**config.mk**
```make
export PLATFORM = sky130hd
export DESIGN_NAME = lapic_tmr
export DESIGN_NICKNAME = d
export VERILOG_FILES = /design/src/rtl/lapic_tmr_pkg.sv /design/src/rtl/lapic_tmr_regs.sv /design/src/rtl/lapic_tmr_prescale.sv /design/src/rtl/lapic_tmr_count.sv /design/src/rtl/lapic_tmr_irq.sv /design/src/rtl/lapic_tmr.sv
export SDC_FILE = /design/constraint.sdc
export NUM_CORES = 1
export LEC_CHECK = 0
export BUFFER_PORTS_ARGS = -buffer_cell sky130_fd_sc_hd__buf_2
export CORE_MARGIN = 2
export CORE_UTILIZATION = 57
export CTS_CLUSTER_SIZE = 10
export DETAILED_ROUTE_END_ITERATION = 7
export PLACE_DENSITY = 0.81
export SETUP_SLACK_MARGIN = 0.3
export SYNTH_ARGS = -nofsm -noshare
export SYNTH_HDL_FRONTEND = slang
export SYNTH_SLANG_ARGS = --single-unit
```
**constraint.sdc**
```tcl
create_clock -name clk -period 2.8 [get_ports clk]
set_input_delay 0.28 -clock clk [delete_from_list [all_inputs] [get_ports clk]]
set_output_delay 0.28 -clock clk [all_outputs]
set_load 0.01 [all_outputs]
```
**src/rtl/lapic_tmr_pkg.sv**
```systemverilog
package lapic_tmr_pkg;

  localparam int OFS_EOI  = 'h0B0;
  localparam int OFS_SVR  = 'h0F0;
  localparam int OFS_LVT  = 'h320;
  localparam int OFS_INIT = 'h380;
  localparam int OFS_CUR  = 'h390;
  localparam int OFS_DIV  = 'h3E0;

  // widest prescaler shift is 7 (divide by 128)
  localparam int PRE_W = 7;

  typedef enum logic [1:0] {
    MODE_ONCE   = 2'b00,
    MODE_REPEAT = 2'b01,
    MODE_RSV2   = 2'b10,
    MODE_RSV3   = 2'b11
  } tmr_mode_e;

  function automatic logic [2:0] div_shift(input logic [2:0] code);
    return (code == 3'd7) ? 3'd0 : code + 3'd1;
  endfunction

endpackage

```
**src/rtl/lapic_tmr_regs.sv**
```systemverilog
module lapic_tmr_regs
  import lapic_tmr_pkg::*;
#(
  parameter int ADDR_W = 12,
  parameter int CNT_W  = 32
) (
  input  logic              clk,
  input  logic              rst_n,
  input  logic              wr,
  input  logic [ADDR_W-1:0] addr,
  input  logic [31:0]       wdata,
  input  logic [CNT_W-1:0]  cur_cnt,
  output logic [31:0]       rdata,
  output logic              sw_en,
  output logic [7:0]        lvt_vec,
  output logic              lvt_mask,
  output logic              periodic,
  output logic [2:0]        div_code,
  output logic              load,
  output logic [CNT_W-1:0]  load_val,
  output logic [CNT_W-1:0]  init_val,
  output logic              eoi
);

  logic [7:0] spur_vec;
  tmr_mode_e  lvt_mode;

  logic hit_svr, hit_lvt, hit_div;
  assign hit_svr = wr && (addr == ADDR_W'(OFS_SVR));
  assign hit_lvt = wr && (addr == ADDR_W'(OFS_LVT));
  assign hit_div = wr && (addr == ADDR_W'(OFS_DIV));
  assign load     = wr && (addr == ADDR_W'(OFS_INIT));
  assign load_val = wdata[CNT_W-1:0];
  assign eoi      = wr && (addr == ADDR_W'(OFS_EOI)) && (wdata == 32'd0);
  assign periodic = (lvt_mode == MODE_REPEAT);

  always_ff @(posedge clk) begin
    if (!rst_n) begin
      sw_en    <= 1'b0;
      spur_vec <= 8'hFF;
      lvt_vec  <= 8'h00;
      lvt_mask <= 1'b1;
      lvt_mode <= MODE_ONCE;
      div_code <= 3'd0;
      init_val <= '0;
    end else begin
      if (hit_svr) begin
        sw_en    <= wdata[8];
        spur_vec <= wdata[7:0];
      end
      if (hit_lvt) begin
        lvt_vec  <= wdata[7:0];
        lvt_mask <= wdata[16];
        lvt_mode <= tmr_mode_e'(wdata[18:17]);
      end
      if (hit_div) div_code <= {wdata[3], wdata[1:0]};
      if (load)    init_val <= load_val;
    end
  end

  always_comb begin
    rdata = 32'd0;
    case (addr)
      ADDR_W'(OFS_SVR):  rdata = {23'd0, sw_en, spur_vec};
      ADDR_W'(OFS_LVT):  rdata = {13'd0, lvt_mode, lvt_mask, 8'd0, lvt_vec};
      ADDR_W'(OFS_INIT): rdata = 32'(init_val);
      ADDR_W'(OFS_CUR):  rdata = 32'(cur_cnt);
      ADDR_W'(OFS_DIV):  rdata = {28'd0, div_code[2], 1'b0, div_code[1:0]};
      default:           rdata = 32'd0;
    endcase
  end

endmodule

```
**src/rtl/lapic_tmr_prescale.sv**
```systemverilog
module lapic_tmr_prescale
  import lapic_tmr_pkg::*;
(
  input  logic       clk,
  input  logic       rst_n,
  input  logic       restart,
  input  logic [2:0] div_code,
  output logic       tick
);

  logic [PRE_W-1:0] pcnt;
  logic [PRE_W-1:0] sel_mask;
  logic [2:0]       shift;

  assign shift = div_shift(div_code);

  generate
    for (genvar i = 0; i < PRE_W; i++) begin : g_mask
      assign sel_mask[i] = (i < int'(shift));
    end
  endgenerate

  assign tick = ((pcnt & sel_mask) == sel_mask);

  always_ff @(posedge clk) begin
    if (!rst_n || restart) pcnt <= '0;
    else                   pcnt <= pcnt + 1'b1;
  end

endmodule

```
**src/rtl/lapic_tmr_count.sv**
```systemverilog
module lapic_tmr_count #(
  parameter int CNT_W = 32
) (
  input  logic             clk,
  input  logic             rst_n,
  input  logic             load,
  input  logic [CNT_W-1:0] load_val,
  input  logic [CNT_W-1:0] init_val,
  input  logic             tick,
  input  logic             periodic,
  output logic [CNT_W-1:0] cur,
  output logic             running,
  output logic             expire
);

  localparam logic [CNT_W-1:0] ONE = CNT_W'(1);

  assign expire = running && tick && (cur == ONE);

  always_ff @(posedge clk) begin
    if (!rst_n) begin
      cur     <= '0;
      running <= 1'b0;
    end else if (load) begin
      cur     <= load_val;
      running <= (load_val != '0);
    end else if (expire) begin
      if (periodic) begin
        cur <= init_val;
      end else begin
        cur     <= '0;
        running <= 1'b0;
      end
    end else if (running && tick) begin
      cur <= cur - ONE;
    end
  end

endmodule

```
**src/rtl/lapic_tmr_irq.sv**
```systemverilog
module lapic_tmr_irq (
  input  logic clk,
  input  logic rst_n,
  input  logic expire,
  input  logic sw_en,
  input  logic lvt_mask,
  input  logic eoi,
  output logic pend,
  output logic held,
  output logic irq_req
);

  logic accept;
  assign accept  = expire && sw_en && !lvt_mask;
  assign irq_req = pend && sw_en;

  always_ff @(posedge clk) begin
    if (!rst_n) begin
      pend <= 1'b0;
      held <= 1'b0;
    end else if (pend) begin
      pend <= !eoi;
      held <= held || accept;
    end else begin
      pend <= held || accept;
      held <= 1'b0;
    end
  end

endmodule

```
**src/rtl/lapic_tmr.sv**
```systemverilog
module lapic_tmr
  import lapic_tmr_pkg::*;
#(
  parameter int ADDR_W = 12,
  parameter int CNT_W  = 32
) (
  input  logic              clk,
  input  logic              rst_n,
  input  logic              reg_wr,
  input  logic [ADDR_W-1:0] reg_addr,
  input  logic [31:0]       reg_wdata,
  output logic [31:0]       reg_rdata,
  output logic              irq_req,
  output logic [7:0]        irq_vector
);

  logic             sw_en, lvt_mask, periodic, load, eoi;
  logic [2:0]       div_code;
  logic [CNT_W-1:0] load_val, init_val, cur_cnt;
  logic             tick, running, expire, irq_pend, irq_held;

  lapic_tmr_regs #(.ADDR_W(ADDR_W), .CNT_W(CNT_W)) u_regs (
    .clk(clk), .rst_n(rst_n), .wr(reg_wr), .addr(reg_addr), .wdata(reg_wdata),
    .cur_cnt(cur_cnt), .rdata(reg_rdata), .sw_en(sw_en), .lvt_vec(irq_vector),
    .lvt_mask(lvt_mask), .periodic(periodic), .div_code(div_code), .load(load),
    .load_val(load_val), .init_val(init_val), .eoi(eoi)
  );

  lapic_tmr_prescale u_pre (
    .clk(clk), .rst_n(rst_n), .restart(load), .div_code(div_code), .tick(tick)
  );

  lapic_tmr_count #(.CNT_W(CNT_W)) u_cnt (
    .clk(clk), .rst_n(rst_n), .load(load), .load_val(load_val),
    .init_val(init_val), .tick(tick), .periodic(periodic), .cur(cur_cnt),
    .running(running), .expire(expire)
  );

  lapic_tmr_irq u_irq (
    .clk(clk), .rst_n(rst_n), .expire(expire), .sw_en(sw_en),
    .lvt_mask(lvt_mask), .eoi(eoi), .pend(irq_pend), .held(irq_held),
    .irq_req(irq_req)
  );

endmodule

```
# --- Word-level counts from Yosys, hierarchy flattened ---
# Index checks and enable logic that the tools add are counted.
classes:
  n_addsub: 3
  multipliers: 0
  div_mod_pow: 0
  order_cmp: 7
  n_eq_ne: 11
  shifts: 0
  muxes: 10
  bitwise_logic: 1
  n_reduce_logical: 22
ops:
  columns: ["operator", "count"]
  rows:
  - ["32-bit case mux with 5 select lines", 1]
  - ["32-bit two-way mux", 4]
  - ["12-bit by 10-bit == test with 1-bit output, second input constant", 4]
  - ["32-bit by 1-bit == test with 1-bit output, second input constant", 1]
  - ["32-bit logical NOT", 1]
  - ["32-bit nonzero test", 1]
  - ["32-bit by 1-bit subtractor with 32-bit output, second input constant", 1]
  - ["12-bit by 8-bit == test with 1-bit output, second input constant", 2]
  - ["1-bit logical AND", 11]
  - ["3-bit less-than comparator, first input constant", 3]
  - ["7-bit by 1-bit adder with 7-bit output, second input constant", 1]
  - ["7-bit AND", 1]
  - ["7-bit == test", 1]
  - ["1-bit by 3-bit less-than comparator with 1-bit output, first input constant", 2]
  - ["2-bit by 3-bit less-than comparator with 1-bit output, first input constant", 2]
  - ["1-bit two-way mux", 4]
  - ["2-bit AND reduction", 2]
  - ["3-bit by 1-bit adder with 3-bit output, second input constant", 1]
  - ["3-bit == test, second input constant", 1]
  - ["1-bit logical NOT", 3]
  - ["3-bit two-way mux", 1]
  - ["3-bit nonzero test", 1]
  - ["2-bit by 1-bit == test with 1-bit output, second input constant", 1]
  - ["1-bit logical OR", 2]
  - ["2 further kinds", 2]
word_totals:
  ff_bits: 97
  latch_bits: 0
  ram_bits: 0
  romBits: 0
  out_inout_bits: 41
  elab_cells: 66
  mem_count: 0

# --- Depth between registers and ports, before layout ---
# Gate-level depths: netlist of run 1.
logic_depth:
  word_depth: 11
  mapped_depth: 10

# --- Cells and area by module ---
# A second synthesis of run 1 with hierarchy kept.
unflattened:
  cells_unflattened: 809
  hier_area_um2: 6491.2
by_module_without_submodules:
  columns: ["module", "n_inst", "cells_per_inst", "area_each_um2"]
  rows:
  - ["lapic_tmr_regs", 1, 392, 3408.3]
  - ["lapic_tmr_count", 1, 370, 2651.3]
  - ["lapic_tmr_prescale", 1, 40, 351.6]
  - ["lapic_tmr_irq", 1, 7, 80.1]

# --- Least setup slack after synthesis of run 1 ---
# Ideal clock, no wire load.
synth_path:
  path_type: "input -> output"
  start: "in reg_addr[3]"
  end: "out reg_rdata[17]"
  arrival_time_ps: 2201
  required_ps: 2520
  path_slack_ps: 319
  stages: 7
  path_buffers: 2
  path_cell_list: "or4_4 -> or4_1 -> buf_2 -> nor4_2 -> clkbuf_1 -> a222oi_1 -> inv_1"
synth_via:
  elab_chain_len: 2
  elab_cells_between_ends: 6
  classes_between: "eq/ne: 5; mux: 1"
synth_rtl:
  columns: ["element", "line_no", "source"]
  rows:
  - ["from (decl)", "lapic_tmr.sv:10", "input logic [ADDR_W-1:0] reg_addr,"]
  - ["12-bit by 10-bit == test with 1-bit output / 12-bit by 8-bit == test with 1-bit output (equally long branches)", "lapic_tmr_regs.sv:63", "case (addr)"]
  - ["32-bit case mux with 5 select lines (*)", "lapic_tmr_regs.sv:63", null]
  - ["to (decl)", "lapic_tmr.sv:12", "output logic [31:0] reg_rdata,"]
# Mark *: on every way between the ends. The rest lies on a longest branch, timed or not.

# --- Final worst setup path of run 1 ---
layout_path:
  start: "in reg_addr[3]"
  end: "out reg_rdata[24]"
# Same word-level chain as after synthesis.

==> results of run 1 <==
==> cell usage after synthesis, types with 3 or more instances <==
cell                        count
sky130_fd_sc_hd__o22ai_1        7
sky130_fd_sc_hd__o2bb2ai_1      3
sky130_fd_sc_hd__and3_1        14
sky130_fd_sc_hd__a31oi_1        7
sky130_fd_sc_hd__or4_1          4
sky130_fd_sc_hd__xnor2_1       11
sky130_fd_sc_hd__xor2_1        20
sky130_fd_sc_hd__dfxtp_1       97
sky130_fd_sc_hd__nor2_1        34
sky130_fd_sc_hd__inv_1         15
sky130_fd_sc_hd__o31ai_1        3
sky130_fd_sc_hd__o21ai_0       12
sky130_fd_sc_hd__a21boi_1      12
sky130_fd_sc_hd__a211oi_1       9
sky130_fd_sc_hd__buf_2          8
sky130_fd_sc_hd__or3_1          6
sky130_fd_sc_hd__o32ai_1        6
sky130_fd_sc_hd__a22o_1        20
sky130_fd_sc_hd__a21oi_1       75
sky130_fd_sc_hd__clkbuf_1      43
sky130_fd_sc_hd__nand4_1        3
sky130_fd_sc_hd__a211o_1        3
sky130_fd_sc_hd__a21boi_0       3
sky130_fd_sc_hd__nand3_1       49
sky130_fd_sc_hd__nor4_1        21
sky130_fd_sc_hd__ha_1           5
sky130_fd_sc_hd__nand2_1      136
sky130_fd_sc_hd__a222oi_1      12
sky130_fd_sc_hd__nor3_1        15
sky130_fd_sc_hd__or2_2          4
==> timing repair <==
action	CTS	global route
gates cloned	2	1
endpoints found under the setup margin	56	60
resized for setup	12	9
buffers inserted	5	3
pin swaps	7	22
hold buffers	0	0
==> kinds of logic after synthesis <==
family / Yosys count
buffers and inverters: 69
XOR/XNOR: 31
AND/OR/NAND/NOR: 304
adder cells (fa/ha/maj): 5
multiplexers: 1
AO/OA/AOI/OAI: 190
flip-flops: 97
==> power by group through the flow <==
stage	logic, W	clock network (W)	registers [W]
global placement	0.000119	0	0.00142
CTS	0.000124	0.00102	0.00139
finish	0.000129	0.00102	0.00139
global route	0.000136	0.00107	0.00139
floorplan	0.0000473	0	0.00142
detailed placement	0.000120	0	0.00142
==> per-layer routing <==
metal | wire, um | vias up | track usage [%]
li1 | - | 2703 | -
met1 | 6670 | 2756 | 43.4
met2 | 7740 | 416 | 52.4
met3 | 1970 | 62 | 5.83
met4 | 604 | 0 | 13.3
met5 | 0 | - | 0
==> flip-flops by register name, summed over array words and instances (netlist names), 2 cells and up <==
register / cells
u_regs.div_code: 3
u_regs.spur_vec: 8
u_regs.lvt_vec: 8
u_regs.init_val: 32
u_pre.pcnt: 7
u_cnt.cur: 32
u_regs.lvt_mode: 2
==> per-stage QoR <==
stage | total power (W) | worst slack (ns) | hold slack, ns | std cells
5_1_grt | 0.00259 | 0.205 | 0.181 | 897
3_3_place_gp | 0.00154 | 0.0930 | 0.449 | 872
6_report | 0.00254 | 0.236 | 0.166 | 897
4_1_cts | 0.00253 | 0.270 | 0.171 | 893
2_1_floorplan | 0.00147 | 0.319 | 0.416 | 697
3_5_place_dp | 0.00154 | 0.0250 | 0.460 | 872
==> path summary, 6_finish.rpt <==
path                       start                  end  slack (ns)  depth (start not counted)
max                  reg_addr[3]        reg_rdata[24]        0.24                          9
max reg2reg         u_cnt.cur[0]        u_cnt.cur[12]        0.43                          7
min reg2reg  u_regs.init_val[24]  u_regs.init_val[24]        0.47                          2
min                reg_wdata[25]  u_regs.init_val[25]        0.17                          3
==> final cells by class <==
| class | count | area [sq um] |
|---|---|---|
| multi-input cells | 531 | 3170 |
| fillers | 721 | 2740 |
| flip-flops and latches | 97 | 1940 |
| repair buffers | 128 | 880 |
| clock buffers | 11 | 151 |
| well taps | 111 | 139 |
| clock inverters | 3 | 65.1 |
| inverters | 16 | 60.1 |
==> worst min-delay path: stages <==
cell and delay, ns:
sky130_fd_sc_hd__buf_2 0.11, sky130_fd_sc_hd__nand2_1 0.05, sky130_fd_sc_hd__a21oi_1 0.05
==> impl_metrics.xml, run 1 <==
<?xml version="1.0" encoding="UTF-8"?>
<metrics>
  <group name="clock_network">
    <metric name="cts-root-buf" unit="">sky130_fd_sc_hd__clkbuf_8</metric>
    <metric name="clock_path_buffers" unit="">2</metric>
    <metric name="tritoncts" unit="">built</metric>
    <metric name="clock_latency" unit="ns">0.37</metric>
    <metric name="cts_buffers" unit="">9</metric>
    <metric name="htree_levels" unit="">3</metric>
    <metric name="number_of_clock_sinks" unit="">97</metric>
    <metric name="clkTransAtPathRegs" unit="ns">0.10</metric>
  </group>
  <group name="route">
    <metric name="detail-route-antenna-nets" unit="">0</metric>
    <metric name="route.detailed.wl_per_inst" unit="um">18.9</metric>
    <metric name="detail_route.iter0.violations" unit="">737</metric>
    <metric name="drt_drc_violations_left" unit="">0</metric>
    <metric name="drt-pass1-iter-count" unit="">7</metric>
    <metric name="via_per_inst" unit="">6.62</metric>
    <metric name="num_vias" unit="">5937</metric>
    <metric name="postRouteWirelength" unit="um">17000</metric>
  </group>
  <group name="global_route">
    <metric name="track_usage" unit="%">32.6</metric>
    <metric name="initial_antenna_violation_count" unit="">0</metric>
    <metric name="grt_pass1_vias" unit="">5334</metric>
    <metric name="grt-ovfl-total" unit="">0</metric>
    <metric name="grt_start_max_net_pins" unit="">52</metric>
    <metric name="grt_first_pass_wirelength" unit="um">26400</metric>
  </group>
  <group name="power_and_ir_drop">
    <metric name="p_leak" unit="nW">2.76</metric>
    <metric name="power_switching" unit="W">0.000572</metric>
    <metric name="power.share.combinational" unit="%">5.1</metric>
    <metric name="vdd_ir_drop_max" unit="V">0.000265</metric>
    <metric name="power_frac_seq" unit="%">54.6</metric>
    <metric name="cellPowerDensity" unit="nW/um^2">396</metric>
    <metric name="swShare" unit="%">22.5</metric>
    <metric name="power.share.clock" unit="%">40.3</metric>
    <metric name="internal_power" unit="W">0.00197</metric>
  </group>
  <group name="setup_path">
    <metric name="crit_type" unit="">in -&gt; out</metric>
    <metric name="critical-path-top-cell-by-count" unit="">sky130_fd_sc_hd__buf_6</metric>
    <metric name="arrival" unit="ns">2.28</metric>
    <metric name="worst_ep_required_time" unit="ns">2.52</metric>
    <metric name="worst-path-max-fanout" unit="">8</metric>
    <metric name="critical_path.startpoint_type" unit="">input pin</metric>
    <metric name="critical_path.max_stage_delay" unit="ns">0.54</metric>
    <metric name="number_of_buffer_and_inverter_stages_on_the_critical_path" unit="">5</metric>
    <metric name="critical_path.slowest_cell" unit="">sky130_fd_sc_hd__or4_4</metric>
    <metric name="setup.worst_path.end_class" unit="">output pin</metric>
    <metric name="timing.critical_path.max_delay_family" unit="">simple AND/OR/NAND/NOR gates</metric>
    <metric name="sequence_of_cells_on_the_critical_path" unit="">buf_6, or4_4, or4_4, buf_6, nor2_4, buf_6, buf_16, a22o_1, buf_2</metric>
  </group>
  <group name="layout">
    <metric name="most-common-layout-cells" unit="">sky130_fd_sc_hd__nand2_1 (136), sky130_fd_sc_hd__dfxtp_1 (97), sky130_fd_sc_hd__buf_2 (86)</metric>
    <metric name="area_delta_synth_final" unit="%">20.4</metric>
    <metric name="antennaDiodeCount" unit="">0</metric>
    <metric name="layout.cells.most_common" unit="">sky130_fd_sc_hd__nand2_1</metric>
    <metric name="fraction_of_layout_cells_with_a_size_suffix_above_1" unit="%">21.9</metric>
    <metric name="layout.cell_area.non_filler" unit="sq um">6410</metric>
    <metric name="nets" unit="">835</metric>
    <metric name="layout_utilization" unit="%">70.0</metric>
  </group>
  <group name="logic_synthesis">
    <metric name="netlist.top_cell.by_area" unit="">sky130_fd_sc_hd__dfxtp_1</metric>
    <metric name="synthXorXnorAreaFrac" unit="%">5.10</metric>
    <metric name="synth_top_family_by_area" unit="">simple AND/OR/NAND/NOR gates</metric>
    <metric name="yosys_most_used_dff" unit="">sky130_fd_sc_hd__dfxtp_1</metric>
    <metric name="synth.cell_area" unit="sq um">5320</metric>
    <metric name="post_synth_and_or_nand_nor_area_fraction" unit="%">27.3</metric>
    <metric name="synth_fp_nets" unit="">749</metric>
    <metric name="netlist-cell-type-count" unit="">59</metric>
    <metric name="synthMuxAreaShare" unit="%">0.212</metric>
    <metric name="post_synth_inst_count" unit="">697</metric>
    <metric name="synth_edf_count" unit="">0</metric>
    <metric name="synth_top_cell_area_share" unit="%">36.5</metric>
    <metric name="synth-adder-area-share" unit="%">1.18</metric>
    <metric name="syn_avg_cell_area" unit="sq um">7.64</metric>
    <metric name="synth.yosys.warnings" unit="">0</metric>
    <metric name="ys_top_cells_by_area" unit="">sky130_fd_sc_hd__dfxtp_1 (36%), sky130_fd_sc_hd__nand2_1 (9.6%), sky130_fd_sc_hd__a21oi_1 (7.1%), sky130_fd_sc_hd__nand3_1 (4.6%), sky130_fd_sc_hd__a22o_1 (3.3%)</metric>
    <metric name="ys_ff_latch" unit="">97</metric>
    <metric name="compound_gate_fraction_of_synth_area" unit="%">24.4</metric>
    <metric name="synth.yosys.seq_area_share" unit="%">36.5</metric>
    <metric name="synth_async_sr_flop_share" unit="%">0</metric>
  </group>
  <group name="floorplan">
    <metric name="placement_rows" unit="">35</metric>
    <metric name="die-area" unit="sq um">10100</metric>
    <metric name="die_width" unit="um">101</metric>
    <metric name="io_pins" unit="">88</metric>
    <metric name="initial_utilization" unit="%">58.2</metric>
    <metric name="die_height" unit="um">101</metric>
    <metric name="core_region_area" unit="sq um">9150</metric>
  </group>
  <group name="timing">
    <metric name="totalNegativeSetupSlack" unit="ns">0</metric>
    <metric name="finalHoldViolCount" unit="">0</metric>
    <metric name="worst_slew_margin_rel" unit="%">58.1</metric>
    <metric name="layout_min_cycle_time" unit="ns">2.56</metric>
    <metric name="finalSetupViolCount" unit="">0</metric>
    <metric name="fmax" unit="GHz">0.390</metric>
    <metric name="tightestPinTransition" unit="ns">0.622</metric>
    <metric name="setup_repair_after_global_routing_missed_its_margin" unit="">yes</metric>
    <metric name="final_max_slew_viol_count" unit="">0</metric>
    <metric name="layout_worst_path_cycle_share" unit="%">91.6</metric>
    <metric name="clock-skew-final" unit="ns">0.0124</metric>
  </group>
  <group name="place">
    <metric name="globalplace.congestion" unit="">0.896</metric>
    <metric name="placed_area" unit="sq um">5980</metric>
    <metric name="dp.final_hpwl" unit="um">11300</metric>
    <metric name="buffer_ports.inserted" unit="">87</metric>
  </group>
  <group name="run_status">
    <metric name="status" unit="">finished clean</metric>
  </group>
  <group name="min_path">
    <metric name="holdCritPathClass" unit="">in -&gt; reg</metric>
  </group>
  <group name="run">
    <metric name="max_cap_violations" unit="">0</metric>
  </group>
</metrics>
Note: power is estimated with default switching activity, not from simulation.
==> run 2, diff against run 1 <==
- CORE_MARGIN: 2 -> not set
==> run 2 against run 1 <==
  * The flow now finishes with violations (design-rule violations)
  * Global-route usage rose by 2.5 points
  * Maximum frequency fell by 0.83%
  * Combinational power barely moved
  * Cell count fell by 0.45%
  * Clock power fell by 9%
  * Sequential cell count did not move
  * Wire length fell by 0.82%
  * Clock skew fell by 0.0036 ns
  * Non-clock buffer count fell by 3
  * Critical endpoint is now reg_rdata[8]
==> impl_metrics.xml, run 2 (synthesized netlist as in run 1, its figures left out) <==
<?xml version="1.0" encoding="UTF-8"?>
<metrics>
  <group name="timing">
    <metric name="tightestPinTransition" unit="ns">0.546</metric>
    <metric name="final_max_slew_viol_count" unit="">0</metric>
    <metric name="layout_worst_path_cycle_share" unit="%">92.3</metric>
    <metric name="totalNegativeSetupSlack" unit="ns">0</metric>
    <metric name="final.hold.worst_slack" unit="ns">0.180</metric>
    <metric name="setup_repair_after_global_routing_missed_its_margin" unit="">yes</metric>
    <metric name="finalHoldViolCount" unit="">0</metric>
    <metric name="fmax" unit="GHz">0.387</metric>
    <metric name="post-route-worst-setup-slack" unit="ns">0.215</metric>
    <metric name="finalSetupViolCount" unit="">0</metric>
    <metric name="clock-skew-final" unit="ns">0.00885</metric>
    <metric name="layout_min_cycle_time" unit="ns">2.59</metric>
    <metric name="worst_slew_margin_rel" unit="%">63.6</metric>
  </group>
  <group name="setup_path">
    <metric name="worst_ep_required_time" unit="ns">2.52</metric>
    <metric name="worst-path-max-fanout" unit="">32</metric>
    <metric name="critical_path.slowest_cell" unit="">sky130_fd_sc_hd__or4_4</metric>
    <metric name="setup.reg_to_reg.worst_slack" unit="ns">0.43</metric>
    <metric name="crit_type" unit="">in -&gt; out</metric>
    <metric name="number_of_buffer_and_inverter_stages_on_the_critical_path" unit="">5</metric>
    <metric name="setup.worst_path.end_class" unit="">output pin</metric>
    <metric name="critical_path.max_stage_delay" unit="ns">0.53</metric>
    <metric name="timing.critical_path.max_delay_family" unit="">simple AND/OR/NAND/NOR gates</metric>
    <metric name="sequence_of_cells_on_the_critical_path" unit="">buf_6, or4_4, or4_4, buf_6, nor2_2, buf_12, a222oi_1, inv_1, buf_2</metric>
    <metric name="arrival" unit="ns">2.31</metric>
    <metric name="critical_path.startpoint_type" unit="">input pin</metric>
  </group>
  <group name="global_route">
    <metric name="grt_pass1_vias" unit="">5477</metric>
    <metric name="grt_first_pass_wirelength" unit="um">27400</metric>
    <metric name="initial_antenna_violation_count" unit="">0</metric>
    <metric name="grt_start_max_net_pins" unit="">51</metric>
    <metric name="track_usage" unit="%">35.2</metric>
    <metric name="grt-ovfl-total" unit="">0</metric>
  </group>
  <group name="run">
    <metric name="max_cap_violations" unit="">0</metric>
  </group>
  <group name="route">
    <metric name="num_vias" unit="">5846</metric>
    <metric name="detail-route-antenna-nets" unit="">0</metric>
    <metric name="via_per_inst" unit="">6.55</metric>
    <metric name="drt_drc_violations_left" unit="">6</metric>
    <metric name="detail_route.iter0.violations" unit="">613</metric>
    <metric name="drt-pass1-iter-count" unit="">8</metric>
    <metric name="route.detailed.wl_per_inst" unit="um">18.9</metric>
    <metric name="postRouteWirelength" unit="um">16900</metric>
  </group>
  <group name="layout">
    <metric name="area_delta_synth_final" unit="%">19.9</metric>
    <metric name="layout.cell_area.non_filler" unit="sq um">6380</metric>
    <metric name="nets" unit="">832</metric>
    <metric name="fillerInstances" unit="">709</metric>
    <metric name="biggestRegsByFlops" unit="">u_cnt.cur (32), u_regs.init_val (32)</metric>
    <metric name="fraction_of_layout_cells_with_a_size_suffix_above_1" unit="%">22.7</metric>
    <metric name="most-common-layout-cells" unit="">sky130_fd_sc_hd__nand2_1 (130), sky130_fd_sc_hd__dfxtp_1 (97), sky130_fd_sc_hd__buf_2 (85)</metric>
    <metric name="layout.cells.most_common" unit="">sky130_fd_sc_hd__nand2_1</metric>
    <metric name="antennaDiodeCount" unit="">0</metric>
  </group>
  <group name="clock_network">
    <metric name="cts_buffers" unit="">9</metric>
    <metric name="clock_latency" unit="ns">0.36</metric>
    <metric name="clock_path_buffers" unit="">2</metric>
    <metric name="htree_levels" unit="">3</metric>
    <metric name="number_of_clock_sinks" unit="">97</metric>
    <metric name="tritoncts" unit="">built</metric>
    <metric name="clkTransAtPathRegs" unit="ns">0.09</metric>
    <metric name="cts-root-buf" unit="">sky130_fd_sc_hd__clkbuf_8</metric>
  </group>
  <group name="power_and_ir_drop">
    <metric name="vdd_ir_drop_max" unit="V">0.000234</metric>
    <metric name="p_leak" unit="nW">2.77</metric>
    <metric name="internal_power" unit="W">0.00184</metric>
    <metric name="power_switching" unit="W">0.000600</metric>
    <metric name="power.share.combinational" unit="%">5.3</metric>
    <metric name="swShare" unit="%">24.5</metric>
    <metric name="power.share.clock" unit="%">38.0</metric>
    <metric name="cellPowerDensity" unit="nW/um^2">383</metric>
    <metric name="power_frac_seq" unit="%">56.8</metric>
  </group>
  <group name="floorplan">
    <metric name="core_region_area" unit="sq um">8890</metric>
    <metric name="placement_rows" unit="">34</metric>
    <metric name="io_pins" unit="">88</metric>
    <metric name="die-area" unit="sq um">9730</metric>
    <metric name="die_width" unit="um">98.6</metric>
    <metric name="initial_utilization" unit="%">59.9</metric>
    <metric name="die_height" unit="um">98.6</metric>
  </group>
  <group name="place">
    <metric name="placed_area" unit="sq um">5970</metric>
    <metric name="globalplace.congestion" unit="">0.898</metric>
    <metric name="place_ws" unit="ns">0.152</metric>
    <metric name="dp.final_hpwl" unit="um">11200</metric>
    <metric name="buffer_ports.inserted" unit="">87</metric>
  </group>
  <group name="min_path">
    <metric name="holdCritPathClass" unit="">in -&gt; reg</metric>
  </group>
  <group name="run_status">
    <metric name="failing_checks" unit="">design-rule violations</metric>
    <metric name="status" unit="">complete, but fails checks</metric>
  </group>
</metrics>
-- run 2: timing repair --
item	4_1_cts	5_1_grt
setup endpoints to repair	33	64
hold buffers	0	0
pin swaps	6	5
gates cloned	2	0
buffers inserted	4	4
gates resized for setup	8	17
-- run 2: final timing paths --
kind | endpoint | from | cells after the start
max | reg_rdata[8] | reg_addr[3] | 9
min | u_regs.init_val[25] | reg_wdata[25] | 3
max reg2reg | u_cnt.cur[6] | u_regs.div_code[0] | 8
min reg2reg | u_regs.init_val[3] | u_regs.init_val[3] | 2
-- run 2: metal layers --
| layer | vias up | part of all wire, % | global-route usage [%] |
|---|---|---|---|
| met3 | 42 | 10 | 6.52 |
| met5 | - | 0 | 0 |
| met1 | 2734 | 41 | 46.6 |
| met4 | 0 | 2.2 | 14.9 |
| li1 | 2691 | - | - |
| met2 | 379 | 46 | 56.4 |
-- run 2: cell type report --
class                      count  area [sq um]  share of cell area, %
timing repair buffer         125           846                   13.3
inverter                      16          60.1                  0.941
multi-input combinational    531          3210                   50.2
sequential                    97          1940                   30.4
clock inverter                 6          66.3                   1.04
clock buffer                  10           128                   2.00
tap                          108           135                   2.12
-- run 2: power groups by stage --
| stage | registers [W] | clock network [W] | logic [W] |
|---|---|---|---|
| 3_5_place_dp | 0.00142 | 0 | 0.000118 |
| 2_1_floorplan | 0.00142 | 0 | 0.0000473 |
| 6_report | 0.00139 | 0.000928 | 0.000128 |
| 4_1_cts | 0.00139 | 0.000936 | 0.000120 |
| 3_3_place_gp | 0.00142 | 0 | 0.000117 |
| 5_1_grt | 0.00139 | 0.000990 | 0.000136 |
-- run 2: worst register-to-register path: cells and delay by family, from the launching register on --
family | cells | cell delay [ns]
simple gates | 1 | 0.11
flops | 1 | 0.37
compound gates | 5 | 1.32
fa+ha+maj | 2 | 0.50
-- run 2: stage by stage --
stage / cells / utilization, % / power [W]
after global placement: 867 / 67.2 / 0.00154
after detailed placement: 867 / 67.2 / 0.00154
after global routing: 893 / 71.8 / 0.00251
final: 893 / 71.8 / 0.00244
after CTS: 889 / 70.7 / 0.00244
after floorplan: 697 / - / 0.00147
==> run 3, diff against run 2 <==
- ABC_AREA: not set -> 1
- CORE_UTILIZATION: 57 -> 58
==> run 3 against run 2 <==
  * The flow now finishes without violations
  * Clock skew up 0.0045 ns
  * Critical path depth up 4
  * Total power decreased by 1.6%
  * Sequential power about the same
  * Hold slack got worse by 0.0083 ns
  * Worst setup slack gained 0.34 ns
  * Critical path type is now reg -> reg
  * Critical endpoint is now u_cnt.cur[29]
  * Largest cell class unchanged
  * Highest routed layer unchanged
==> impl_metrics.xml, run 3 <==
<?xml version="1.0" encoding="UTF-8"?>
<metrics>
  <group name="floorplan">
    <metric name="die_width" unit="um">105</metric>
    <metric name="die-area" unit="sq um">10900</metric>
    <metric name="initial_utilization" unit="%">59.4</metric>
    <metric name="core_region_area" unit="sq um">10300</metric>
    <metric name="placement_rows" unit="">37</metric>
    <metric name="die_height" unit="um">105</metric>
    <metric name="io_pins" unit="">88</metric>
  </group>
  <group name="setup_path">
    <metric name="critical_path.max_stage_delay" unit="ns">0.34</metric>
    <metric name="sequence_of_cells_on_the_critical_path" unit="">ha_1, ha_1, inv_1, nand3_1, nand2_1, nand3_1, nor2_2, nand2_2, buf_4, nand3_1, nand2_1, a21oi_1, nor2_1</metric>
    <metric name="worst_ep_required_time" unit="ns">3.02</metric>
    <metric name="timing.critical_path.max_delay_family" unit="">simple AND/OR/NAND/NOR gates</metric>
    <metric name="critical_path.slowest_cell" unit="">sky130_fd_sc_hd__dfxtp_1</metric>
    <metric name="number_of_buffer_and_inverter_stages_on_the_critical_path" unit="">2</metric>
    <metric name="setup.worst_path.end_class" unit="">flip-flop</metric>
    <metric name="critical-path-top-cell-by-count" unit="">sky130_fd_sc_hd__nand3_1</metric>
    <metric name="arrival" unit="ns">2.46</metric>
    <metric name="crit_type" unit="">reg -&gt; reg</metric>
    <metric name="worst-path-max-fanout" unit="">32</metric>
    <metric name="critical_path.startpoint_type" unit="">flip-flop</metric>
  </group>
  <group name="global_route">
    <metric name="grt_start_max_net_pins" unit="">65</metric>
    <metric name="track_usage" unit="%">32.2</metric>
    <metric name="grt_first_pass_wirelength" unit="um">28500</metric>
    <metric name="grt_pass1_vias" unit="">5945</metric>
    <metric name="initial_antenna_violation_count" unit="">0</metric>
    <metric name="grt-ovfl-total" unit="">0</metric>
  </group>
  <group name="logic_synthesis">
    <metric name="netlist.top_cell.by_area" unit="">sky130_fd_sc_hd__dfxtp_1</metric>
    <metric name="synth_top_cell_area_share" unit="%">31.8</metric>
    <metric name="synthMostInstantiatedCell" unit="">sky130_fd_sc_hd__nand2_1</metric>
    <metric name="syn_avg_cell_area" unit="sq um">6.27</metric>
    <metric name="ys_ff_latch" unit="">97</metric>
    <metric name="yosys_most_used_dff" unit="">sky130_fd_sc_hd__dfxtp_1</metric>
    <metric name="post_synth_inst_count" unit="">973</metric>
    <metric name="ys_top_cells_by_area" unit="">sky130_fd_sc_hd__dfxtp_1 (32%), sky130_fd_sc_hd__nand2_1 (15%), sky130_fd_sc_hd__nand3_1 (8.7%), sky130_fd_sc_hd__nor2_1 (7.3%), sky130_fd_sc_hd__inv_1 (6.9%)</metric>
    <metric name="synth.yosys.warnings" unit="">0</metric>
    <metric name="synth_common_cells" unit="">sky130_fd_sc_hd__nand2_1 (240), sky130_fd_sc_hd__nor2_1 (118), sky130_fd_sc_hd__inv_1 (112)</metric>
    <metric name="netlist-cell-type-count" unit="">35</metric>
    <metric name="synth_fp_nets" unit="">1025</metric>
    <metric name="synth_async_sr_flop_share" unit="%">0</metric>
    <metric name="synth.yosys.seq_area_share" unit="%">31.8</metric>
    <metric name="synth.cell_area" unit="sq um">6100</metric>
    <metric name="synth_edf_count" unit="">0</metric>
  </group>
  <group name="clock_network">
    <metric name="clock_path_buffers" unit="">2</metric>
    <metric name="cts-root-buf" unit="">sky130_fd_sc_hd__clkbuf_8</metric>
    <metric name="clock_latency" unit="ns">0.38</metric>
    <metric name="number_of_clock_sinks" unit="">97</metric>
    <metric name="post_cts_buffers" unit="">0</metric>
    <metric name="clkTransAtPathRegs" unit="ns">0.11</metric>
    <metric name="cts_buffers" unit="">9</metric>
    <metric name="htree_levels" unit="">3</metric>
    <metric name="tritoncts" unit="">built</metric>
  </group>
  <group name="timing">
    <metric name="setup_repair_after_global_routing_missed_its_margin" unit="">no</metric>
    <metric name="finalHoldViolCount" unit="">0</metric>
    <metric name="totalNegativeSetupSlack" unit="ns">0</metric>
    <metric name="final_max_slew_viol_count" unit="">0</metric>
    <metric name="clock-skew-final" unit="ns">0.0134</metric>
    <metric name="finalSetupViolCount" unit="">0</metric>
    <metric name="fmax" unit="GHz">0.446</metric>
    <metric name="layout_min_cycle_time" unit="ns">2.24</metric>
    <metric name="tightestPinTransition" unit="ns">1.16</metric>
    <metric name="layout_worst_path_cycle_share" unit="%">80.1</metric>
    <metric name="worst_slew_margin_rel" unit="%">22.3</metric>
  </group>
  <group name="route">
    <metric name="detail-route-antenna-nets" unit="">0</metric>
    <metric name="num_vias" unit="">6650</metric>
    <metric name="drt_drc_violations_left" unit="">0</metric>
    <metric name="drt-pass1-iter-count" unit="">7</metric>
    <metric name="via_per_inst" unit="">5.62</metric>
    <metric name="postRouteWirelength" unit="um">17700</metric>
    <metric name="detail_route.iter0.violations" unit="">549</metric>
    <metric name="route.detailed.wl_per_inst" unit="um">14.9</metric>
  </group>
  <group name="layout">
    <metric name="layout.cell_area.non_filler" unit="sq um">6800</metric>
    <metric name="fraction_of_layout_cells_with_a_size_suffix_above_1" unit="%">17.0</metric>
    <metric name="antennaDiodeCount" unit="">0</metric>
    <metric name="nets" unit="">1094</metric>
    <metric name="layout_utilization" unit="%">66.2</metric>
    <metric name="biggestRegsByFlops" unit="">u_cnt.cur (32), u_regs.init_val (32)</metric>
    <metric name="layout.cells.most_common" unit="">sky130_fd_sc_hd__nand2_1</metric>
    <metric name="most-common-layout-cells" unit="">sky130_fd_sc_hd__nand2_1 (240), sky130_fd_sc_hd__nor2_1 (118), sky130_fd_sc_hd__inv_1 (112)</metric>
    <metric name="area_delta_synth_final" unit="%">11.4</metric>
  </group>
  <group name="place">
    <metric name="globalplace.congestion" unit="">1.01</metric>
    <metric name="buffer_ports.inserted" unit="">87</metric>
    <metric name="placed_area" unit="sq um">6600</metric>
    <metric name="dp.final_hpwl" unit="um">12400</metric>
  </group>
  <group name="power_and_ir_drop">
    <metric name="p_leak" unit="nW">3.12</metric>
    <metric name="post-layout-total-power" unit="W">0.00240</metric>
    <metric name="cellPowerDensity" unit="nW/um^2">353</metric>
    <metric name="vdd_ir_drop_max" unit="V">0.000221</metric>
  </group>
  <group name="min_path">
    <metric name="holdCritPathClass" unit="">in -&gt; reg</metric>
  </group>
  <group name="run_status">
    <metric name="status" unit="">finished clean</metric>
  </group>
  <group name="run">
    <metric name="max_cap_violations" unit="">0</metric>
  </group>
</metrics>
## run 3: repair_timing
| action | CTS | global route |
|---|---|---|
| resized for setup | 0 | 3 |
| hold buffers | 0 | 0 |
| setup endpoints to repair | 0 | 14 |
| hold endpoints to repair | 0 | 0 |
## run 3: worst reg2reg max path: cells and delay by family, from the launching register on
family	cells	cell delay (ns)
buffers and inverters	2	0.40
adder cells (fa/ha/maj)	2	0.51
AO/OA/AOI/OAI	1	0.11
AND/OR/NAND/NOR	8	0.75
flip-flops	1	0.34
## run 3: layer usage
layer,vias up,wire [um],track usage [%]
li1,3294,-,-
met1,3014,7810,44.0
met2,302,7970,52.0
met3,40,1410,3.81
met4,0,468,12.0
met5,-,0,0
## run 3: power breakdown
group	switching [W]	internal, W	leakage [nW]
Combinational	0.0000861	0.0000425	2.25
Clock	0.000537	0.000354	0.0863
Sequential	0.00000274	0.00138	0.782
Total	0.000626	0.00178	3.12
## run 3: area by class of cell
cell class	count	area, sq um
clock buffer	11	141
clock inverter	5	37.5
fill	1025	3480
inverter	141	529
multi-input combinational	694	3450
sequential	97	1940
tap	136	170
timing repair buffer	99	533
## run 3: per-stage QoR
step                std cells  hold WS [ns]  setup slack (ns)
floorplan                 973         0.406             0.890
global placement         1166         0.430             0.568
detailed placement       1166         0.445             0.487
CTS                      1182         0.173             0.459
global route             1183         0.190             0.302
finish                   1183         0.172             0.557
## run 3: path summary, 6_finish.rpt
check / startpoint / endpoint / slack, ns / cells after the start
max reg2reg: u_regs.div_code[0] / u_cnt.cur[29] / 0.56 / 13
min reg2reg: u_pre.pcnt[0] / u_pre.pcnt[0] / 0.46 / 1
min: reg_wdata[9] / u_regs.init_val[9] / 0.17 / 3
max: u_regs.div_code[0] / u_cnt.cur[29] / 0.56 / 13
## run 3: logic make-up (layout without fill, tap and decap cells)
| group | Yosys count | in the layout | share of synthesized area (%) |
|---|---|---|---|
| AOI/OAI and AO/OA | 143 | 143 | 14.1 |
| xor gates and xnor gates | 27 | 27 | 3.87 |
| adders and majority gates | 5 | 5 | 1.03 |
| buffers and inverters | 183 | 256 | 11.9 |
| DFF | 97 | 97 | 31.8 |
| and+or+nand+nor | 518 | 519 | 37.4 |
